===== src/rtl/snoop_pkg.sv =====
package snoop_pkg;
  localparam int          IDX_W     = 8;
  localparam logic [7:0]  IDX_OFF   = 8'hFF;
  localparam logic [7:0]  IDX_START = 8'h00;
  localparam int          MAX_UNITS = 4;
  localparam int          UNIT_BYTES = 8;

  typedef enum logic [1:0] {EM_IDLE, EM_HOST, EM_FILL} em_state_t;
endpackage


===== src/rtl/snoop_opcode_lut.sv =====
module snoop_opcode_lut (
  input  logic [7:0] opcode,
  output logic       known,
  output logic [2:0] units
);
  always_comb begin
    known = 1'b1;
    units = 3'd0;
    case (opcode)
      8'h03, 8'h13, 8'h02, 8'h12, 8'hA2, 8'h32, 8'h34: units = 3'd0;
      8'h0B, 8'h3B, 8'h6B, 8'h3C, 8'h6C:               units = 3'd1;
      8'hBB, 8'h0C, 8'hBC:                             units = 3'd2;
      8'hEB, 8'hEC:                                    units = 3'd4;
      default: known = 1'b0;
    endcase
  end
endmodule


===== src/rtl/snoop_tracker.sv =====
module snoop_tracker import snoop_pkg::*; #(
  parameter int SIZE_W = 3,
  parameter int CNT_W  = 6
) (
  input  logic              clk,
  input  logic              rst_n,
  input  logic              cs_active,
  input  logic              addr4_mode,
  input  logic              acc,
  input  logic [7:0]        acc_low,
  input  logic [SIZE_W-1:0] acc_size,
  output logic              drop,
  output logic [CNT_W-1:0]  pending
);
  logic [IDX_W-1:0] idx;
  logic             cs_q;
  logic             known;
  logic [2:0]       units;
  logic [IDX_W-1:0] dummy_pos;
  logic             at_dummy;

  snoop_opcode_lut u_lut (.opcode(acc_low), .known(known), .units(units));

  assign dummy_pos = addr4_mode ? IDX_W'(5) : IDX_W'(4);
  assign at_dummy  = cs_active && cs_q && (idx != IDX_OFF) && (idx >= dummy_pos);
  assign drop      = at_dummy;

  always_ff @(posedge clk or negedge rst_n) begin
    if (!rst_n) begin
      idx     <= IDX_OFF;
      pending <= '0;
      cs_q    <= 1'b0;
    end else begin
      cs_q <= cs_active;
      if (!cs_active) begin
        idx     <= IDX_OFF;
        pending <= '0;
      end else if (!cs_q) begin
        idx     <= IDX_START;
        pending <= '0;
      end else if (acc) begin
        if (idx == IDX_OFF) begin
          idx <= IDX_OFF;
        end else if (idx == IDX_START) begin
          if (!known || units == 3'd0) begin
            idx <= IDX_OFF;
          end else begin
            pending <= CNT_W'(units) << $clog2(UNIT_BYTES);
            idx     <= idx + IDX_W'(acc_size);
          end
        end else if (at_dummy) begin
          idx     <= IDX_OFF;
          pending <= '0;
        end else begin
          idx <= idx + IDX_W'(acc_size);
        end
      end
    end
  end
endmodule


===== src/rtl/snoop_emitter.sv =====
module snoop_emitter import snoop_pkg::*; #(
  parameter int HOST_BYTES = 4,
  parameter int SIZE_W     = 3,
  parameter int CNT_W      = 6
) (
  input  logic                    clk,
  input  logic                    rst_n,
  input  logic                    cs_active,
  input  logic                    load_host,
  input  logic                    load_fill,
  input  logic [8*HOST_BYTES-1:0] host_word,
  input  logic [SIZE_W-1:0]       host_size,
  input  logic [CNT_W-1:0]        fill_count,
  input  logic [7:0]              fill_byte,
  input  logic                    out_ready,
  output logic                    idle,
  output logic                    fill_busy,
  output logic                    out_valid,
  output logic [7:0]              out_data
);
  em_state_t               state;
  logic [8*HOST_BYTES-1:0] shreg;
  logic [CNT_W-1:0]        rem;

  assign idle      = (state == EM_IDLE);
  assign fill_busy = (state == EM_FILL);
  assign out_valid = !idle;
  assign out_data  = fill_busy ? fill_byte : shreg[7:0];

  always_ff @(posedge clk or negedge rst_n) begin
    if (!rst_n) begin
      state <= EM_IDLE;
      shreg <= '0;
      rem   <= '0;
    end else begin
      case (state)
        EM_IDLE: begin
          if (load_fill) begin
            state <= EM_FILL;
            rem   <= fill_count;
          end else if (load_host) begin
            state <= EM_HOST;
            shreg <= host_word;
            rem   <= CNT_W'(host_size);
          end
        end
        EM_HOST: begin
          if (out_ready) begin
            shreg <= shreg >> 8;
            rem   <= rem - CNT_W'(1);
            if (rem == CNT_W'(1)) state <= EM_IDLE;
          end
        end
        EM_FILL: begin
          if (!cs_active) begin
            state <= EM_IDLE;
            rem   <= '0;
          end else if (out_ready) begin
            rem <= rem - CNT_W'(1);
            if (rem == CNT_W'(1)) state <= EM_IDLE;
          end
        end
        default: state <= EM_IDLE;
      endcase
    end
  end
endmodule


===== src/rtl/spi_dummy_snoop.sv =====
module spi_dummy_snoop import snoop_pkg::*; #(
  parameter int         HOST_BYTES = 4,
  parameter int         REG_AW     = 8,
  parameter int         REG_DW     = 32,
  parameter logic [7:0] FILL_OFF   = 8'h54
) (
  input  logic                              clk,
  input  logic                              rst_n,
  input  logic                              cs_active,
  input  logic                              addr4_mode,
  input  logic                              host_valid,
  output logic                              host_ready,
  input  logic [8*HOST_BYTES-1:0]           host_data,
  input  logic [$clog2(HOST_BYTES+1)-1:0]   host_size,
  input  logic                              reg_wr,
  input  logic [REG_AW-1:0]                 reg_addr,
  input  logic [REG_DW-1:0]                 reg_wdata,
  output logic [REG_DW-1:0]                 reg_rdata,
  output logic                              out_valid,
  input  logic                              out_ready,
  output logic [7:0]                        out_data
);
  localparam int SIZE_W = $clog2(HOST_BYTES + 1);
  localparam int CNT_W  = $clog2(MAX_UNITS * UNIT_BYTES + 1);

  logic             accept;
  logic             drop;
  logic [CNT_W-1:0] pending;
  logic             em_idle;
  logic             fill_busy;
  logic [7:0]       fill_q;
  logic             unused_hi;

  assign host_ready = em_idle;
  assign accept     = host_valid && host_ready;
  assign unused_hi  = ^reg_wdata[REG_DW-1:8];

  always_ff @(posedge clk or negedge rst_n) begin
    if (!rst_n)                                  fill_q <= 8'h00;
    else if (reg_wr && reg_addr == REG_AW'(FILL_OFF)) fill_q <= reg_wdata[7:0];
  end

  assign reg_rdata = (reg_addr == REG_AW'(FILL_OFF)) ? REG_DW'(fill_q) : '1;

  snoop_tracker #(.SIZE_W(SIZE_W), .CNT_W(CNT_W)) u_trk (
    .clk(clk), .rst_n(rst_n), .cs_active(cs_active), .addr4_mode(addr4_mode),
    .acc(accept), .acc_low(host_data[7:0]), .acc_size(host_size),
    .drop(drop), .pending(pending)
  );

  snoop_emitter #(.HOST_BYTES(HOST_BYTES), .SIZE_W(SIZE_W), .CNT_W(CNT_W)) u_emit (
    .clk(clk), .rst_n(rst_n), .cs_active(cs_active),
    .load_host(accept && !drop), .load_fill(accept && drop),
    .host_word(host_data), .host_size(host_size),
    .fill_count(pending), .fill_byte(fill_q), .out_ready(out_ready),
    .idle(em_idle), .fill_busy(fill_busy),
    .out_valid(out_valid), .out_data(out_data)
  );
endmodule


===== config.mk =====
export PLATFORM = sky130hd
export DESIGN_NAME = spi_dummy_snoop
export DESIGN_NICKNAME = d
export VERILOG_FILES = /design/src/rtl/snoop_pkg.sv /design/src/rtl/snoop_opcode_lut.sv /design/src/rtl/snoop_tracker.sv /design/src/rtl/snoop_emitter.sv /design/src/rtl/spi_dummy_snoop.sv
export SDC_FILE = /design/constraint.sdc
export NUM_CORES = 1
export LEC_CHECK = 0
export BUFFER_PORTS_ARGS = -buffer_cell sky130_fd_sc_hd__buf_4
export CAP_MARGIN = 10
export CORE_MARGIN = 5
export CORE_UTILIZATION = 45
export CTS_CLUSTER_SIZE = 10
export DETAILED_ROUTE_END_ITERATION = 10
export PLACE_DENSITY = 0.71
export SLEW_MARGIN = 25
export SYNTH_ARGS = -nofsm -noshare
export SYNTH_HDL_FRONTEND = slang
export SYNTH_SLANG_ARGS = --single-unit

===== constraint.sdc =====
create_clock -name clk -period 3.6 [get_ports clk]
set_input_delay 0.18 -clock clk [delete_from_list [all_inputs] [get_ports clk]]
set_output_delay 0.18 -clock clk [all_outputs]
set_load 0.01 [all_outputs]

==> results.md <==
| Parameter | Value | Unit |
|:---|:---|:---|
| Skew final | 11.9 | ps |
| Switching power as a share of total power | 0.361 | - |
| Number of cell instances on the worst register-to-register path | 8 | - |
| Actual transition at the worst max-transition pin | 930 | ps |
| Remaining global-route overflow | 0 | - |
| Source-to-sink clock delay at the later pin of the worst-skew pair | 340 | ps |
| Number of synthesized register bits | 60 | - |
| Count of buffers added by post-CTS timing repair for setup | 0 | - |
| Routed Antenna Nets | 0 | - |
| DRT iter0 DRCs | 137 | - |
| Post-cts repair resize count | 0 | - |
| Number of I/O port buffers | 99 | - |
| Number of nets in the synthesized netlist | 468 | - |
| WP data arrival | 3110 | ps |
| Total standard cell area after synthesis | 3620 | µm² |
| Max Transition Viols Final | 0 | - |
| Number of buffers inserted by hold repair at cts | 1 | - |
| Routability congestion estimate | 0.833 | - |
| Row count | 32 | - |
| Slew HR | 0.379 | - |
| DRC Markers | 0 | - |
| RSZ-0062 raised after global routing | no | - |
| Post-detailed-route via-to-cell ratio | 5.45 | - |
| Startpoint type of the worst setup path | register | - |
| Proportion of power drawn by flip-flops and latches | 0.363 | - |
| Required time of the worst setup path | 3860 | ps |
| Instance area at placement | 4290 | µm² |
| Layout fillers | 703 | - |
| First-pass iteration count of the detailed router | 4 | - |
| Worst min-delay path class | in -> reg | - |
| Root buffer cell | clkbuf_8 | - |
| Antenna violations before repair | 0 | - |
| Result of the run | finished clean | - |
| Flop-to-flop setup slack | 750 | ps |
| Number of global-route vias before repair | 2987 | - |
| Library cell occupying the most area in the post-synthesis netlist | dfrtp_1 | - |
| Clock input transition at the sequential cells of the worst setup and hold paths | 70 | ps |
| Avg WL per Cell | 15.4 | µm |
| Dpl ws | 750 | ps |
| Maximum buffer depth of the clock tree | 2 | - |
| Final-stage net count | 544 | - |
| Min Hold Slack | 37.2 | ps |
| Most frequent cells in the layout | 102 x buf_4, 52 x dfrtp_1, 40 x nand3_1 | - |
| Synth async-reset ratio | 1.00 | - |
| Number of setup violations in the final report | 0 | - |
| P&R area growth vs syn | 24.9 | % |
| Half-perimeter wire length after detailed placement | 6370 | µm |
| Internal power of the cells | 1910 | µW |
| Number of unique standard cell types used by synthesis | 54 | - |
| Diode count | 0 | - |
| CTS Buf Count | 9 | - |
| Cell types with the largest area share after synthesis | dfrtp_1 36%, mux2i_1 7.7%, dfstp_2 5.8%, nand3_1 5.5%, mux2_2 5.0% | - |
| Combinational fraction of design power | 0.407 | - |
| Total number of vias | 3034 | - |
| Highest achievable clock rate | 0.351 | GHz |
| Most common cell after layout, fill and taps aside | buf_4 | - |
| Worst setup margin | 750 | ps |
| Peak supply drop | 0.000321 | V |
| Total number of yosys warnings | 0 | - |
| Count of flip-flops with a built-in enable after synthesis | 0 | - |
| Die width | 99.7 | µm |
| Number of max-cap violations | 0 | - |
| Accumulated negative setup slack | 0 | ps |
| Final core occ | 0.582 | - |
| Placeable core region | 7770 | µm² |
| Wire length reported by the detailed router | 8570 | µm |
| Syn Area/Cell | 9.66 | µm² |
| Leakage power | 0.00211 | µW |
| Final critical-path required period | 2850 | ps |
| Area share of the leading cell type in the synthesized netlist | 0.359 | - |
| Endpoint of the worst register-to-register path | u_emit.shreg[4] | - |
| CTS sink cnt | 60 | - |
| Launch point of the worst hold path | cs_active | - |
| Wire length of the first global-routing pass | 14100 | µm |
| Type of the worst setup path | reg -> reg | - |
| Sw power | 1080 | µW |
| Die Span Y | 99.7 | µm |
| Tot GR Track Use | 0.175 | - |
| Final critical-path share of the clock period | 0.792 | - |
| Die outline area | 9940 | µm² |
| Pin count of the biggest net entering global routing | 61 | - |
| Final design area excluding fillers | 4520 | µm² |
| Biggest fanout along the worst timing path | 24 | - |
| Top FF cell, synth | dfrtp_1 | - |
| Sort of element at the end of the critical path | register | - |
| IO Count | 124 | - |
| Worst-case hold path end point | u_trk.cs_q | - |
| Seq/Total Area, Yosys | 0.417 | - |
| Gate count of the mapped netlist | 375 | - |
| Portion of total power attributed to the clock network | 0.230 | - |
| Clock tree from TritonCTS | built | - |
| H-tree Lvls | 3 | - |
| Reg-to-reg startpoint | u_trk.idx[0] | - |
| Number of instances on the worst hold path | 1 | - |
| Final hold violations | 0 | - |
| Initial standard-cell utilization of the core | 0.466 | - |
| Cell area power density | 660 | nW/µm² |
| Proportion of layout cells with a drive suffix above 1 | 0.349 | - |
worst max-delay path, stage by stage, from the launching register on:
cell,delay [ps]
dfstp_2,550
inv_1,60
ha_1,260
or3b_2,460
a211oi_2,380
o311ai_4,310
buf_4,320
and2_4,230
o21ai_0,190
final cells by class:
type,count,area (µm²),area share
Clock buffer,11,151,0.0335
Clock inverter,4,72.6,0.0160
Inverter,12,45.0,0.00996
Multi-Input combinational cell,265,1840,0.407
Sequential cell,60,1510,0.334
Tap cell,102,128,0.0282
Timing Repair Buffer,103,776,0.171
layer usage:
metal / share of wire / vias to the layer above / global-route usage
met5: 0 / - / 0
met2: 0.49 / 102 / 0.296
li1: - / 1487 / -
met4: 0.019 / 0 / 0.0809
met3: 0.078 / 14 / 0.0442
met1: 0.41 / 1431 / 0.209
cell usage after synthesis, drive strengths merged (5+ instances only):
cell and instances:
nand2 20, o311ai 5, o211ai 5, mux2 16, clkbuf 12, nand3 40, dfrtp 52, or2 10
inv 12, nor2b 6, dfstp 8, o21ai 47, buf 26, mux2i 28, ha 10, nand2b 13
a21oi 6, nor2 13
power by group through the flow:
stage / logic [µW] / clock network [µW] / registers, µW
floorplan: 904 / 0 / 1040
global placement: 1190 / 0 / 1080
detailed placement: 1220 / 0 / 1100
CTS: 1230 / 699 / 1080
global route: 1370 / 729 / 1120
finish: 1210 / 688 / 1080
worst max-delay path by stage:
stage                      start               end  slack [ps]  cells after the start
floorplan           u_trk.idx[0]  u_emit.shreg[24]        1390                      8
global placement    u_trk.idx[0]   u_emit.shreg[1]         800                      8
detailed placement  u_trk.idx[0]   u_emit.shreg[4]         750                      8
CTS                 u_trk.idx[0]   u_emit.shreg[4]         740                      8
global route        u_trk.idx[0]   u_emit.shreg[2]         570                      8
finish              u_trk.idx[0]   u_emit.shreg[4]         750                      8
sequential cells by signal (all words and copies together) (netlist names):
name           flops
fill_q             8
u_emit.rem         6
u_emit.shreg      32
u_emit.state       2
u_trk.cs_q         1
u_trk.idx          8
u_trk.pending      3
cell families after synthesis:
group           synth area share
flops                      0.417
fa+ha+maj                 0.0401
simple gates               0.192
mux                        0.127
compound gates             0.141
xor+xnor                 0.00242
buf+inv                   0.0801
metrics by stage:
stage,instances,total power (µW)
5_1_grt,557,3220
6_report,557,2980
3_3_place_gp,541,2270
4_1_cts,557,3010
2_1_floorplan,375,1940
3_5_place_dp,541,2320
(Power assumes the default switching activity.)
